[config.mk]
export PLATFORM = sky130hd
export DESIGN_NAME = wdog_keyed_timer
export DESIGN_NICKNAME = d
export VERILOG_FILES = /design/src/rtl/wdog_pkg.sv /design/src/rtl/wdog_key_ctrl.sv /design/src/rtl/wdog_cfg_hold.sv /design/src/rtl/wdog_countdown.sv /design/src/rtl/wdog_keyed_timer.sv
export SDC_FILE = /design/constraint.sdc
export NUM_CORES = 1
export LEC_CHECK = 0
export BUFFER_PORTS_ARGS = -buffer_cell sky130_fd_sc_hd__clkbuf_2
export CORE_MARGIN = 4
export CORE_UTILIZATION = 40
export DETAILED_ROUTE_END_ITERATION = 7
export HOLD_SLACK_MARGIN = 0.03
export PLACE_DENSITY = 0.59
export SKIP_LAST_GASP = 1
export SYNTH_ARGS = -nofsm -noshare
export SYNTH_HDL_FRONTEND = slang
export SYNTH_HIERARCHICAL = 1
export SYNTH_SLANG_ARGS = --single-unit
[constraint.sdc]
create_clock -name clk -period 6.97 [get_ports clk]
set_input_delay 0 -clock clk [delete_from_list [all_inputs] [get_ports clk]]
set_output_delay 0 -clock clk [all_outputs]
set_load 0.01 [all_outputs]
[src/rtl/wdog_pkg.sv]
// Package: shared offsets, key codes and divider decode for the keyed watchdog.
// Assumes byte offsets on a 5-bit address and 16-bit data.
package wdog_pkg;
    localparam int BUS_W = 16;
    localparam int ADR_W = 5;
    localparam int SEL_W = 3;
    localparam int DIV_W = 8;

    localparam logic [ADR_W-1:0] OFS_CMD = 5'h00;
    localparam logic [ADR_W-1:0] OFS_DIV = 5'h04;
    localparam logic [ADR_W-1:0] OFS_RLD = 5'h08;
    localparam logic [ADR_W-1:0] OFS_STS = 5'h0C;
    localparam logic [ADR_W-1:0] OFS_WIN = 5'h10;

    localparam logic [BUS_W-1:0] CODE_OPEN  = 16'h5555;
    localparam logic [BUS_W-1:0] CODE_START = 16'hCCCC;
    localparam logic [BUS_W-1:0] CODE_FEED  = 16'hAAAA;

    // Last value of the divided-tick counter for a select code (divisor - 1).
    function automatic logic [DIV_W-1:0] div_last(input logic [SEL_W-1:0] sel);
        logic [DIV_W:0] d;
        d = (sel > 3'd6) ? 9'd256 : (9'd4 << sel);
        return DIV_W'(d - 9'd1);
    endfunction
endpackage

[src/rtl/wdog_key_ctrl.sv]
// Key decoder: tracks the open/closed state of the configuration entries and
// the sticky running state, and produces the counter load pulse.
// Assumes cmd_wr is a single-cycle strobe qualified with the command offset.
module wdog_key_ctrl
    import wdog_pkg::*;
(
    input  logic             clk,
    input  logic             rst_n,
    input  logic             cmd_wr,
    input  logic [BUS_W-1:0] cmd_val,
    output logic             unlocked,
    output logic             running,
    output logic             load
);
    logic start_hit;
    logic feed_hit;

    // Decode the two codes that touch the counter.
    always_comb begin
        start_hit = cmd_wr && (cmd_val == CODE_START);
        feed_hit  = cmd_wr && (cmd_val == CODE_FEED);
        load      = feed_hit || (start_hit && !running);
    end

    // Any command write re-evaluates the lock; start is sticky until reset.
    always_ff @(posedge clk) begin
        if (!rst_n) begin
            unlocked <= 1'b0;
            running  <= 1'b0;
        end else begin
            if (cmd_wr) unlocked <= (cmd_val == CODE_OPEN);
            if (start_hit) running <= 1'b1;
        end
    end
endmodule

[src/rtl/wdog_cfg_hold.sv]
// Configuration field with a delayed hand-over: the written value is visible
// at once on the bus side and reaches the counting side DLY cycles later,
// with a pending flag in between. A new write restarts the delay.
// Assumes DLY >= 1.
module wdog_cfg_hold #(
    parameter int             W   = 12,
    parameter logic [W-1:0]   RST = '1,
    parameter int             DLY = 3
) (
    input  logic         clk,
    input  logic         rst_n,
    input  logic         wr_ok,
    input  logic [W-1:0] wdata,
    output logic [W-1:0] shadow,
    output logic [W-1:0] active,
    output logic         pending
);
    localparam int CW = $clog2(DLY + 1);
    localparam logic [CW-1:0] DLY_V = CW'(DLY);

    logic [CW-1:0] dly_cnt;

    // Capture writes, then count down the hand-over delay and apply.
    always_ff @(posedge clk) begin
        if (!rst_n) begin
            shadow  <= RST;
            active  <= RST;
            pending <= 1'b0;
            dly_cnt <= '0;
        end else if (wr_ok) begin
            shadow  <= wdata;
            pending <= 1'b1;
            dly_cnt <= DLY_V;
        end else if (pending) begin
            if (dly_cnt == CW'(1)) begin
                active  <= shadow;
                pending <= 1'b0;
            end
            dly_cnt <= dly_cnt - CW'(1);
        end
    end
endmodule

[src/rtl/wdog_countdown.sv]
// Prescaler plus down-counter. Counts divided ticks while running; on the
// tick that finds the counter at zero it issues a one-cycle request and
// reloads. A load pulse restarts both stages.
// Assumes div_last >= 1 so that requests are never back to back.
module wdog_countdown
    import wdog_pkg::*;
#(
    parameter int CNT_W = 12
) (
    input  logic             clk,
    input  logic             rst_n,
    input  logic             running,
    input  logic             load,
    input  logic [CNT_W-1:0] reload_val,
    input  logic [DIV_W-1:0] div_last,
    output logic             rst_req
);
    logic [DIV_W-1:0] div_cnt;
    logic [CNT_W-1:0] cnt;
    logic             tick;

    // Divided tick; >= guards against a divider shrunk under a running count.
    always_comb tick = running && (div_cnt >= div_last);

    // Prescaler and down-counter update with expiry pulse.
    always_ff @(posedge clk) begin
        if (!rst_n) begin
            div_cnt <= '0;
            cnt     <= '1;
            rst_req <= 1'b0;
        end else begin
            rst_req <= 1'b0;
            if (load) begin
                div_cnt <= '0;
                cnt     <= reload_val;
            end else if (tick) begin
                div_cnt <= '0;
                if (cnt == '0) begin
                    cnt     <= reload_val;
                    rst_req <= 1'b1;
                end else begin
                    cnt <= cnt - CNT_W'(1);
                end
            end else if (running) begin
                div_cnt <= div_cnt + DIV_W'(1);
            end
        end
    end
endmodule

[src/rtl/wdog_keyed_timer.sv]
// Top: register map decode and read-back for the keyed watchdog; ties the key
// decoder, the two delayed configuration fields and the countdown together.
// Assumes single-cycle write strobes; reads are combinational on bus_addr.
module wdog_keyed_timer
    import wdog_pkg::*;
#(
    parameter int CNT_W    = 12,
    parameter int SYNC_DLY = 3
) (
    input  logic             clk,
    input  logic             rst_n,
    input  logic             bus_wr,
    input  logic [ADR_W-1:0] bus_addr,
    input  logic [BUS_W-1:0] bus_wdata,
    output logic [BUS_W-1:0] bus_rdata,
    output logic             rst_req
);
    logic             cmd_wr, div_wr, rld_wr, win_wr;
    logic             unlocked, running, load;
    logic [SEL_W-1:0] div_shadow, div_active;
    logic [CNT_W-1:0] rld_shadow, rld_active;
    logic [CNT_W-1:0] win_q;
    logic             pend_div, pend_rld;

    // Address decode; configuration writes qualified by the lock.
    always_comb begin
        cmd_wr = bus_wr && (bus_addr == OFS_CMD);
        div_wr = bus_wr && (bus_addr == OFS_DIV) && unlocked;
        rld_wr = bus_wr && (bus_addr == OFS_RLD) && unlocked;
        win_wr = bus_wr && (bus_addr == OFS_WIN) && unlocked;
    end

    wdog_key_ctrl u_key (
        .clk      (clk),
        .rst_n    (rst_n),
        .cmd_wr   (cmd_wr),
        .cmd_val  (bus_wdata),
        .unlocked (unlocked),
        .running  (running),
        .load     (load)
    );

    wdog_cfg_hold #(.W(SEL_W), .RST('0), .DLY(SYNC_DLY)) u_div (
        .clk     (clk),
        .rst_n   (rst_n),
        .wr_ok   (div_wr),
        .wdata   (bus_wdata[SEL_W-1:0]),
        .shadow  (div_shadow),
        .active  (div_active),
        .pending (pend_div)
    );

    wdog_cfg_hold #(.W(CNT_W), .RST('1), .DLY(SYNC_DLY)) u_rld (
        .clk     (clk),
        .rst_n   (rst_n),
        .wr_ok   (rld_wr),
        .wdata   (bus_wdata[CNT_W-1:0]),
        .shadow  (rld_shadow),
        .active  (rld_active),
        .pending (pend_rld)
    );

    // Window value: stored under the same lock, no timing function.
    always_ff @(posedge clk) begin
        if (!rst_n)      win_q <= '1;
        else if (win_wr) win_q <= bus_wdata[CNT_W-1:0];
    end

    wdog_countdown #(.CNT_W(CNT_W)) u_cnt (
        .clk        (clk),
        .rst_n      (rst_n),
        .running    (running),
        .load       (load),
        .reload_val (rld_active),
        .div_last   (div_last(div_active)),
        .rst_req    (rst_req)
    );

    // Read-back mux; the command entry reads as zero.
    always_comb begin
        case (bus_addr)
            OFS_DIV: bus_rdata = BUS_W'(div_shadow);
            OFS_RLD: bus_rdata = BUS_W'(rld_shadow);
            OFS_STS: bus_rdata = BUS_W'({pend_rld, pend_div});
            OFS_WIN: bus_rdata = BUS_W'(win_q);
            default: bus_rdata = '0;
        endcase
    end
endmodule

======== After elaboration in Yosys (flattened, before gate mapping) ========
Index checks and enable logic that the tools add are counted.
operators by class
  $add $sub $neg .......................... 5
  order comparisons ....................... 2
  equal/unequal tests ..................... 9
  shift-type cells ........................ 1
  muxes and demuxes ....................... 16
  bitwise operators ....................... 4
  reduce and logical (&&, ||, !) cells .... 22
operator list
  operator                 number
  $pmux W12 S4             1
  $mux W12                 3
  $eq A16 B16 Y1 const B   2
  $eq A16 B15 Y1 const B   1
  $logic_not A12 Y1        1
  $sub A12 B1 Y12 const B  1
  $logic_and A1 B1 Y1      11
  $eq A5 B4 Y1 const B     2
  $add A8 B1 Y8 const B    1
  $ge A8 B8 Y1             1
  $mux W2                  4
  $mux W8                  1
  $shl A3 B3 Y8 const A    1
  $sub A8 B1 Y8 const B    1
  $mux W1                  7
  $reduce_and A3 Y1        2
  $reduce_bool A2 Y1       3
  $reduce_or A3 Y1         2
  $eq A5 B3 Y1 const B     1
  $eq A5 B5 Y1 const B     1
  $logic_not A5 Y1         1
  $eq A2 B1 Y1 const B     2
  $not A1 Y1               4
  $sub A2 B1 Y2 const B    2
  other kinds (3)          3
storage, ports and cells
  bits in registers ....................... 71
  bits of input ports ..................... 24
  output and inout bits ................... 17
  word-level logic and storage cells ...... 73

======== Longest topological paths before layout ========
Gate-level depths: netlist (run 1).
  word-level depth ........................ 7
  mapped depth ............................ 11

======== Modules after synthesis ========
Netlist (run 1), hierarchy kept.
modules (own cells, without submodules)
  module                  times used  cells an instance  area each (µm²)  sequential area each (µm²)
  wdog_countdown          1           176                1465.2           420.4
  wdog_cfg_hold at u_rld  1           106                1131.1           540.5
  wdog_keyed_timer        1           103                853.3            240.2
  wdog_cfg_hold at u_div  1           36                 385.4            180.2
  wdog_key_ctrl           1           20                 197.7            40.0

======== Least setup slack after synthesis (run 1) ========
Ideal clock, no wire load.
  path kind ............................... input -> register
  start ................................... in bus_addr[4]
  end ..................................... reg u_cnt.cnt[0]
  library setup time ...................... 120 ps
  arrival time ............................ 2106 ps
  required time ........................... 6850 ps
  slack ................................... 4744 ps
  cell stages on the path ................. 8
  path buffers ............................ 1
  cell sequence ........................... or3_4 -> nor4b_1 -> nor3b_1 -> nand4_1 -> a21oi_1 -> dlymetal6s2s_1 -> o22ai_1 -> a211o_1
on the way
  word-level cells in the longest chain between the ends .. 6
  elaborated cells between the ends (all ways) .. 8
  classes of those cells .................. 1 x mux; 7 x reduce/logical
RTL lines
  element                                         line                    text
  start, declared                                 wdog_keyed_timer.sv:13  input logic [ADR_W-1:0] bus_addr,
  $logic_not A5 Y1 (*)                            wdog_keyed_timer.sv:27  cmd_wr = bus_wr && (bus_addr == OFS_CMD);
  $logic_and A1 B1 Y1 (*)                         wdog_keyed_timer.sv:27
  named net cmd_wr                                wdog_keyed_timer.sv:18  logic cmd_wr, div_wr, rld_wr, win_wr;
  $logic_and A1 B1 Y1                             wdog_key_ctrl.sv:20     start_hit = cmd_wr && (cmd_val == CODE_START);
  $logic_and A1 B1 Y1                             wdog_key_ctrl.sv:22     load = feed_hit || (start_hit && !running);
  $logic_or A1 B1 Y1 (*)                          wdog_key_ctrl.sv:22
  named net load                                  wdog_keyed_timer.sv:19  logic unlocked, running, load;
  $mux W12 or $reduce_bool A2 Y1 (tied branches)  --
  end signal, assigned                            wdog_countdown.sv:35    cnt <= reload_val;
  end signal, assigned                            wdog_countdown.sv:39    cnt <= reload_val;
  end signal, assigned                            wdog_countdown.sv:42    cnt <= cnt - CNT_W'(1);
  end, declared                                   wdog_countdown.sv:19    logic [CNT_W-1:0] cnt;
Mark *: on every way through the listed nets, which the timed path passes. The rest lies on a longest branch.
A chain may end at the register's enable or synchronous reset.

======== Final worst setup path (run 1) ========
  start ................................... reg u_key.running
  end ..................................... reg u_cnt.cnt[0]
on the way
  word-level cells in the longest chain between the ends .. 4
  elaborated cells between the ends (all ways) .. 6
  classes of those cells .................. 1 x mux; 5 x reduce/logical
RTL lines
  element                                         line                    text
  start, declared                                 wdog_key_ctrl.sv:12     output logic running,
  start signal, assigned                          wdog_key_ctrl.sv:29     running <= 1'b0;
  start signal, assigned                          wdog_key_ctrl.sv:32     if (start_hit) running <= 1'b1;
  $logic_not A1 Y1 (*)                            wdog_key_ctrl.sv:22
  $logic_and A1 B1 Y1 (*)                         wdog_key_ctrl.sv:22
  $logic_or A1 B1 Y1 (*)                          wdog_key_ctrl.sv:22
  named net load                                  wdog_keyed_timer.sv:19
  $mux W12 or $reduce_bool A2 Y1 (tied branches)  --
Marked as above.

==> results.json, run 1 <==
{
  "chipWidth_um": 108,
  "clock_latency_ns": 0.35,
  "viasPerCell": 5.45,
  "vias": 3353,
  "synth-warning-count": 6,
  "maxSlewViolCount": 0,
  "grt.total_usage": 0.170,
  "maxCapViolCount": 0,
  "drive_gt1_frac": 0.178,
  "fin_util": 0.465,
  "worstPathRequired_ns": 7.27,
  "synth_edf_count": 0,
  "place_hpwl_um": 6430,
  "synth_most_common_cell": "dfxtp_1",
  "ys_types": 74,
  "drcViolationCount": 0,
  "synth_ff_type": "dfxtp_1",
  "ios": 41,
  "setup_tns_ns": 0,
  "finalSetupViolations": 0,
  "grt_pass1_vias": 3280,
  "cp_cell_sequence": "nand3b_1, a21oi_1, buf_4, a41oi_2, clkinv_1, a221oi_1, a211o_1",
  "ctsLongestPathBuffers": 2,
  "dieArea_um2": 11800,
  "dp_slack_ns": 4.20,
  "ys_async_sr_fraction": 0,
  "crit_path_end_kind": "flop",
  "areaGrowthSynthToFinish_pct": 12.8,
  "antenna_found_initial": 0,
  "synthCells": 441,
  "grt_max_degree": 68,
  "synthTopCellsByArea": "dfxtp_1, mux2i_1, ha_1",
  "synth_seq_area_share": 0.352,
  "yosys-top-cells-count": "dfxtp_1, nand2_1, inv_1",
  "fp.coreArea_um2": 9770,
  "synth-seq-cells": 71,
  "clock_skew_ns": 0.0105,
  "globalplace.congestion": 0.886,
  "ant_nets": 0,
  "max_stage_delay_ns": 0.73,
  "die_h_um": 108,
  "synth_top_cell_area_share": 0.352,
  "dr.pass1.iters": 4,
  "fin_hold_ws_ns": 0.225,
  "h-tree-depth": 3,
  "critPathKind": "flop to flop",
  "fin_crit_sh": 0.376,
  "postCtsHoldBufs": 16,
  "cts_resized": 0,
  "hold_viol_final": 0,
  "cts_root_buf": "clkbuf_8",
  "ir_worst_vdd_v": 0.0000846,
  "cts.clk_slew.worst_paths_ns": 0.08,
  "drt_wl_total_um": 9450,
  "cts_tree": "done",
  "first_iter_violations": 212,
  "syn_avg_cell_area_um2": 9.14,
  "min_period_ns": 2.62,
  "postCtsSetupBuffers": 0,
  "worst_slack_ns": 4.35,
  "fmax_mhz": 382,
  "fill_cells": 978,
  "powerDensity_nw_per_um2": 171,
  "rows": 36,
  "diodes": 0,
  "worstMarginPinSlew_ns": 1.10,
  "worstPathMaxFanout": 20,
  "grt-ovfl-total": 0,
  "io_buffers": 36,
  "cp.arrival_ns": 2.92,
  "grt_pass1_wl_um": 16100,
  "cp-start-kind": "flop",
  "synth_area_um2": 4030,
  "final_nets": 517,
  "rsz0062_at_grt": "no",
  "p_leak_nw": 1.73,
  "numCtsBuffers": 9,
  "status": "complete, no violations",
  "yosysTopAreaCell": "dfxtp_1",
  "max_slew_margin": 0.264,
  "start_util": 0.413,
  "final_cells": 615,
  "wl_per_cell_um": 15.4,
  "dp_cells": 586,
  "cp_slowest_cell": "a41oi_2",
  "hold_class": "input pin to flop",
  "clock-sinks": 71
}
==> placed cells by master, fill, tap and decap left out, drive strengths merged, types with 4 or more instances in the layout <==
master / count
a21oi: 6
a22o: 9
a22oi: 4
a32oi: 5
buf: 4
clkbuf: 46
conb: 6
dfxtp: 71
dlygate4sd3: 16
ha: 13
inv: 27
mux2i: 21
nand2: 34
nand3: 23
nand4: 17
nand4b: 12
nor2: 23
nor2b: 10
nor3: 10
nor4b: 6
o211ai: 12
o21a: 9
o21ai: 27
o22ai: 6
or3: 5
xor2: 6
==> stage by stage <==
stage	total power, mW	cell area, um2
5_1_grt	0.808	4550
3_5_place_dp	0.459	4210
4_1_cts	0.787	4550
2_1_floorplan	0.441	4050
6_report	0.776	4550
3_3_place_gp	0.459	4210
==> state kept, by name, indices dropped and copies added (netlist names) <==
register / count
u_cnt/cnt: 12
u_rld/active: 12
u_rld/shadow: 12
win_q: 12
u_cnt/div_cnt: 8
u_div/active: 3
u_div/shadow: 3
u_div/dly_cnt: 2
u_rld/dly_cnt: 2
u_cnt/rst_req: 1
u_div/pending: 1
u_key/running: 1
u_key/unlocked: 1
u_rld/pending: 1
==> report_power, final <==
part | switching, mW | internal, mW | total, mW
Clock | 0.150 | 0.170 | 0.320
Combinational | 0.0304 | 0.0202 | 0.0506
Sequential | 0.0000000614 | 0.405 | 0.405
==> cell families (layout without fill, tap and decap cells) <==
kind of cell | count (synthesis) | after routing | synth area share
simple gates | 162 | 162 | 0.252
xor+xnor | 9 | 9 | 0.0195
mux | 23 | 23 | 0.0577
fa+ha+maj | 13 | 13 | 0.0403
other cells | 2 | 6 | 0.00186
flops | 71 | 71 | 0.352
buf+inv | 61 | 98 | 0.0813
compound gates | 100 | 100 | 0.195
==> critical path: cells and delay by family (launching register included) <==
family	cells	cell delay (ns)
buffers and inverters	2	0.51
AND/OR/NAND/NOR	1	0.18
AO/OA/AOI/OAI	4	1.28
flip-flops	1	0.61
==> cell type report <==
cell class	count	area (um2)	area share
multi-input cells	313	2300	0.505
flip-flops and latches	71	1420	0.312
repair buffers	56	370	0.0814
well taps	133	166	0.0366
clock buffers	10	138	0.0303
inverters	29	109	0.0239
clock inverters	3	46.3	0.0102
==> routing by layer <==
metal	wire length [um]	up-vias	global-route usage
li1	-	1694	-
met1	4440	1551	0.228
met2	4320	96	0.263
met3	545	12	0.0448
met4	136	0	0.0604
met5	0	-	0
==> path summary, 6_finish.rpt <==
| check | from | cells past startpoint | slack [ns] | to |
|---|---|---|---|---|
| min reg2reg | u_div/active[0]$_SDFFE_PN0P_ | 2 | 0.49 | u_div/active[0]$_SDFFE_PN0P_ |
| min | rst_n | 3 | 0.22 | u_rld/shadow[10]$_SDFFE_PN1P_ |
| max | u_key/running$_SDFFE_PN0P_ | 7 | 4.35 | u_cnt/cnt[0]$_SDFFE_PN1P_ |
| max reg2reg | u_key/running$_SDFFE_PN0P_ | 7 | 4.35 | u_cnt/cnt[0]$_SDFFE_PN1P_ |
Note: power is estimated with default switching activity, not from simulation.
==> run 2, diff against run 1 <==
Settings changed: PLACE_DENSITY 0.59 to 0.61.
Clock period 6.97 ns to 2.3 ns, I/O delays scaled along.
==> run 2 against run 1 <==
Via count grew 4.9%. Clock skew up 0.0015 ns. Final cell count up 5.0%. Critical path type unchanged. Clock power rose to 3.1 times the previous value. Wire length rose by 5.1%. Combinational power grew to 3.3 times the previous value. Total power grew to 3.1 times the previous value. Sequential power increased to 3.0 times the previous value. Utilization up 2.9 points. Largest cell class unchanged. Maximum frequency is 19% higher.
==> results.json, run 2 (synthesis gave the netlist of run 1 again) <==
{
  "min_path_cells": 3,
  "viasPerCell": 5.44,
  "chipWidth_um": 108,
  "rows": 36,
  "grt_max_degree": 67,
  "die_h_um": 108,
  "hold_viol_final": 0,
  "drive_gt1_frac": 0.238,
  "clock_skew_ns": 0.0119,
  "p_leak_nw": 1.89,
  "hold_class": "input pin to flop",
  "drt_wl_total_um": 9930,
  "final_cell_mix": "dfxtp_1, clkbuf_2, nand2_1, buf_4, inv_1",
  "grt_pass1_wl_um": 16500,
  "max_slew_margin": 0.613,
  "fin_crit_sh": 0.960,
  "cp_slowest_cell": "a221o_1",
  "fin_hold_ws_ns": 0.134,
  "place_hpwl_um": 6990,
  "rsz0062_at_grt": "no",
  "ant_nets": 0,
  "worstPathRequired_ns": 2.53,
  "finalSetupViolations": 0,
  "globalplace.congestion": 0.839,
  "regToRegSetupSlack_ns": 0.09,
  "dr.pass1.iters": 5,
  "r2r.worst_path.cells": 8,
  "whs_endpoint": "u_rld/shadow[7]$_SDFFE_PN1P_",
  "io_buffers": 36,
  "worstMarginPinSlew_ns": 0.580,
  "fin_util": 0.494,
  "dieArea_um2": 11800,
  "antenna_found_initial": 0,
  "postCtsSetupBuffers": 0,
  "powerDensity_nw_per_um2": 497,
  "ios": 41,
  "crit-reg2reg-launch": "u_div/active[1]$_SDFFE_PN0P_",
  "grt.total_usage": 0.174,
  "vias": 3517,
  "clock_latency_ns": 0.35,
  "h-tree-depth": 3,
  "crit_path_end_kind": "flop",
  "min_period_ns": 2.21,
  "reg2reg_to": "u_cnt/cnt[7]$_SDFFE_PN1P_",
  "grt_pass1_vias": 3327,
  "areaGrowthSynthToFinish_pct": 19.7,
  "status": "complete, no violations",
  "first_iter_violations": 167,
  "cp.arrival_ns": 2.44,
  "drcViolationCount": 0,
  "ir_worst_vdd_v": 0.000254,
  "cts_tree": "done",
  "maxCapViolCount": 0,
  "cts.clk_slew.worst_paths_ns": 0.09,
  "maxSlewViolCount": 0,
  "diodes": 0,
  "fmax_mhz": 453,
  "critPathKind": "flop to flop",
  "max_stage_delay_ns": 0.38,
  "cp.buffers_inverters": 1,
  "wl_per_cell_um": 15.4,
  "cp_top_family": "compound AO/OA/AOI/OAI gates",
  "cp_cell_sequence": "o21a_1, inv_1, ha_1, and3_4, a221o_1, a2bb2oi_4, a22oi_1, o32a_1",
  "ctsLongestPathBuffers": 2,
  "grt-ovfl-total": 0,
  "hold_path.startpoint": "rst_n",
  "final_nets": 545,
  "layout_commonest_cell": "dfxtp_1",
  "clock-sinks": 71,
  "numCtsBuffers": 9,
  "cts_root_buf": "clkbuf_8",
  "start_util": 0.413,
  "cp-start-kind": "flop",
  "worstPathMaxFanout": 6,
  "fp.coreArea_um2": 9770
}
-- run 2: worst min-delay path, stage by stage --
cell	delay, ns
clkbuf_2	0.13
buf_12	0.23
nand2_1	0.08
-- run 2: area by class of cell --
class	count	area, um2
inverter	29	109
clock buffer	9	124
fill	942	4950
multi-input combinational	314	2330
sequential	71	1430
tap	133	166
clock inverter	7	73.8
timing repair buffer	83	596
-- run 2: per-layer routing --
layer  vias to the layer above  share of wire  GRT usage  wire, um
li1                       1754              -          -         -
met1                      1656           0.47      0.240      4710
met2                       101           0.46      0.275      4610
met3                         6          0.054     0.0394       538
met4                         0         0.0076     0.0406        75
met5                         -              0          0         0
-- run 2: worst max path at each step --
stage,from,to,cells after the start
2_1_floorplan,bus_addr[4],u_cnt/cnt[0]$_SDFFE_PN1P_,8
3_3_place_gp,bus_addr[4],u_cnt/cnt[9]$_SDFFE_PN1P_,11
3_5_place_dp,bus_addr[4],u_cnt/cnt[9]$_SDFFE_PN1P_,11
4_1_cts,u_div/active[1]$_SDFFE_PN0P_,u_cnt/cnt[8]$_SDFFE_PN1P_,8
5_1_grt,u_div/active[1]$_SDFFE_PN0P_,u_cnt/cnt[7]$_SDFFE_PN1P_,8
6_report,u_div/active[1]$_SDFFE_PN0P_,u_cnt/cnt[7]$_SDFFE_PN1P_,8
-- run 2: metrics by stage --
stage	setup TNS, ns	setup slack [ns]	std cells	power, mW	cell area [um2]
detailed placement	-1.73	-0.242	614	1.40	4440
finish	0	0.0912	646	2.40	4830
floorplan	0	0.0740	445	1.34	4050
global route	0	0.0133	646	2.49	4830
CTS	0	0.0136	645	2.43	4800
global placement	-1.05	-0.192	614	1.40	4440
-- run 2: repair_timing --
action | CTS | global route
pin swaps | 1 | 3
gates resized for setup | 2 | 6
hold buffers | 15 | 0
gates cloned | 0 | 1
setup endpoints to repair | 11 | 12
endpoints found under the hold margin | 28 | 0
-- run 2: report_power, final --
part           leakage (nW)  total, mW  switching, mW  internal [mW]
clock network         0.102       1.00          0.572          0.431
logic                  1.21      0.167         0.0937         0.0730
registers             0.575       1.23    0.000000117           1.23
total                  1.89       2.40          0.666           1.73
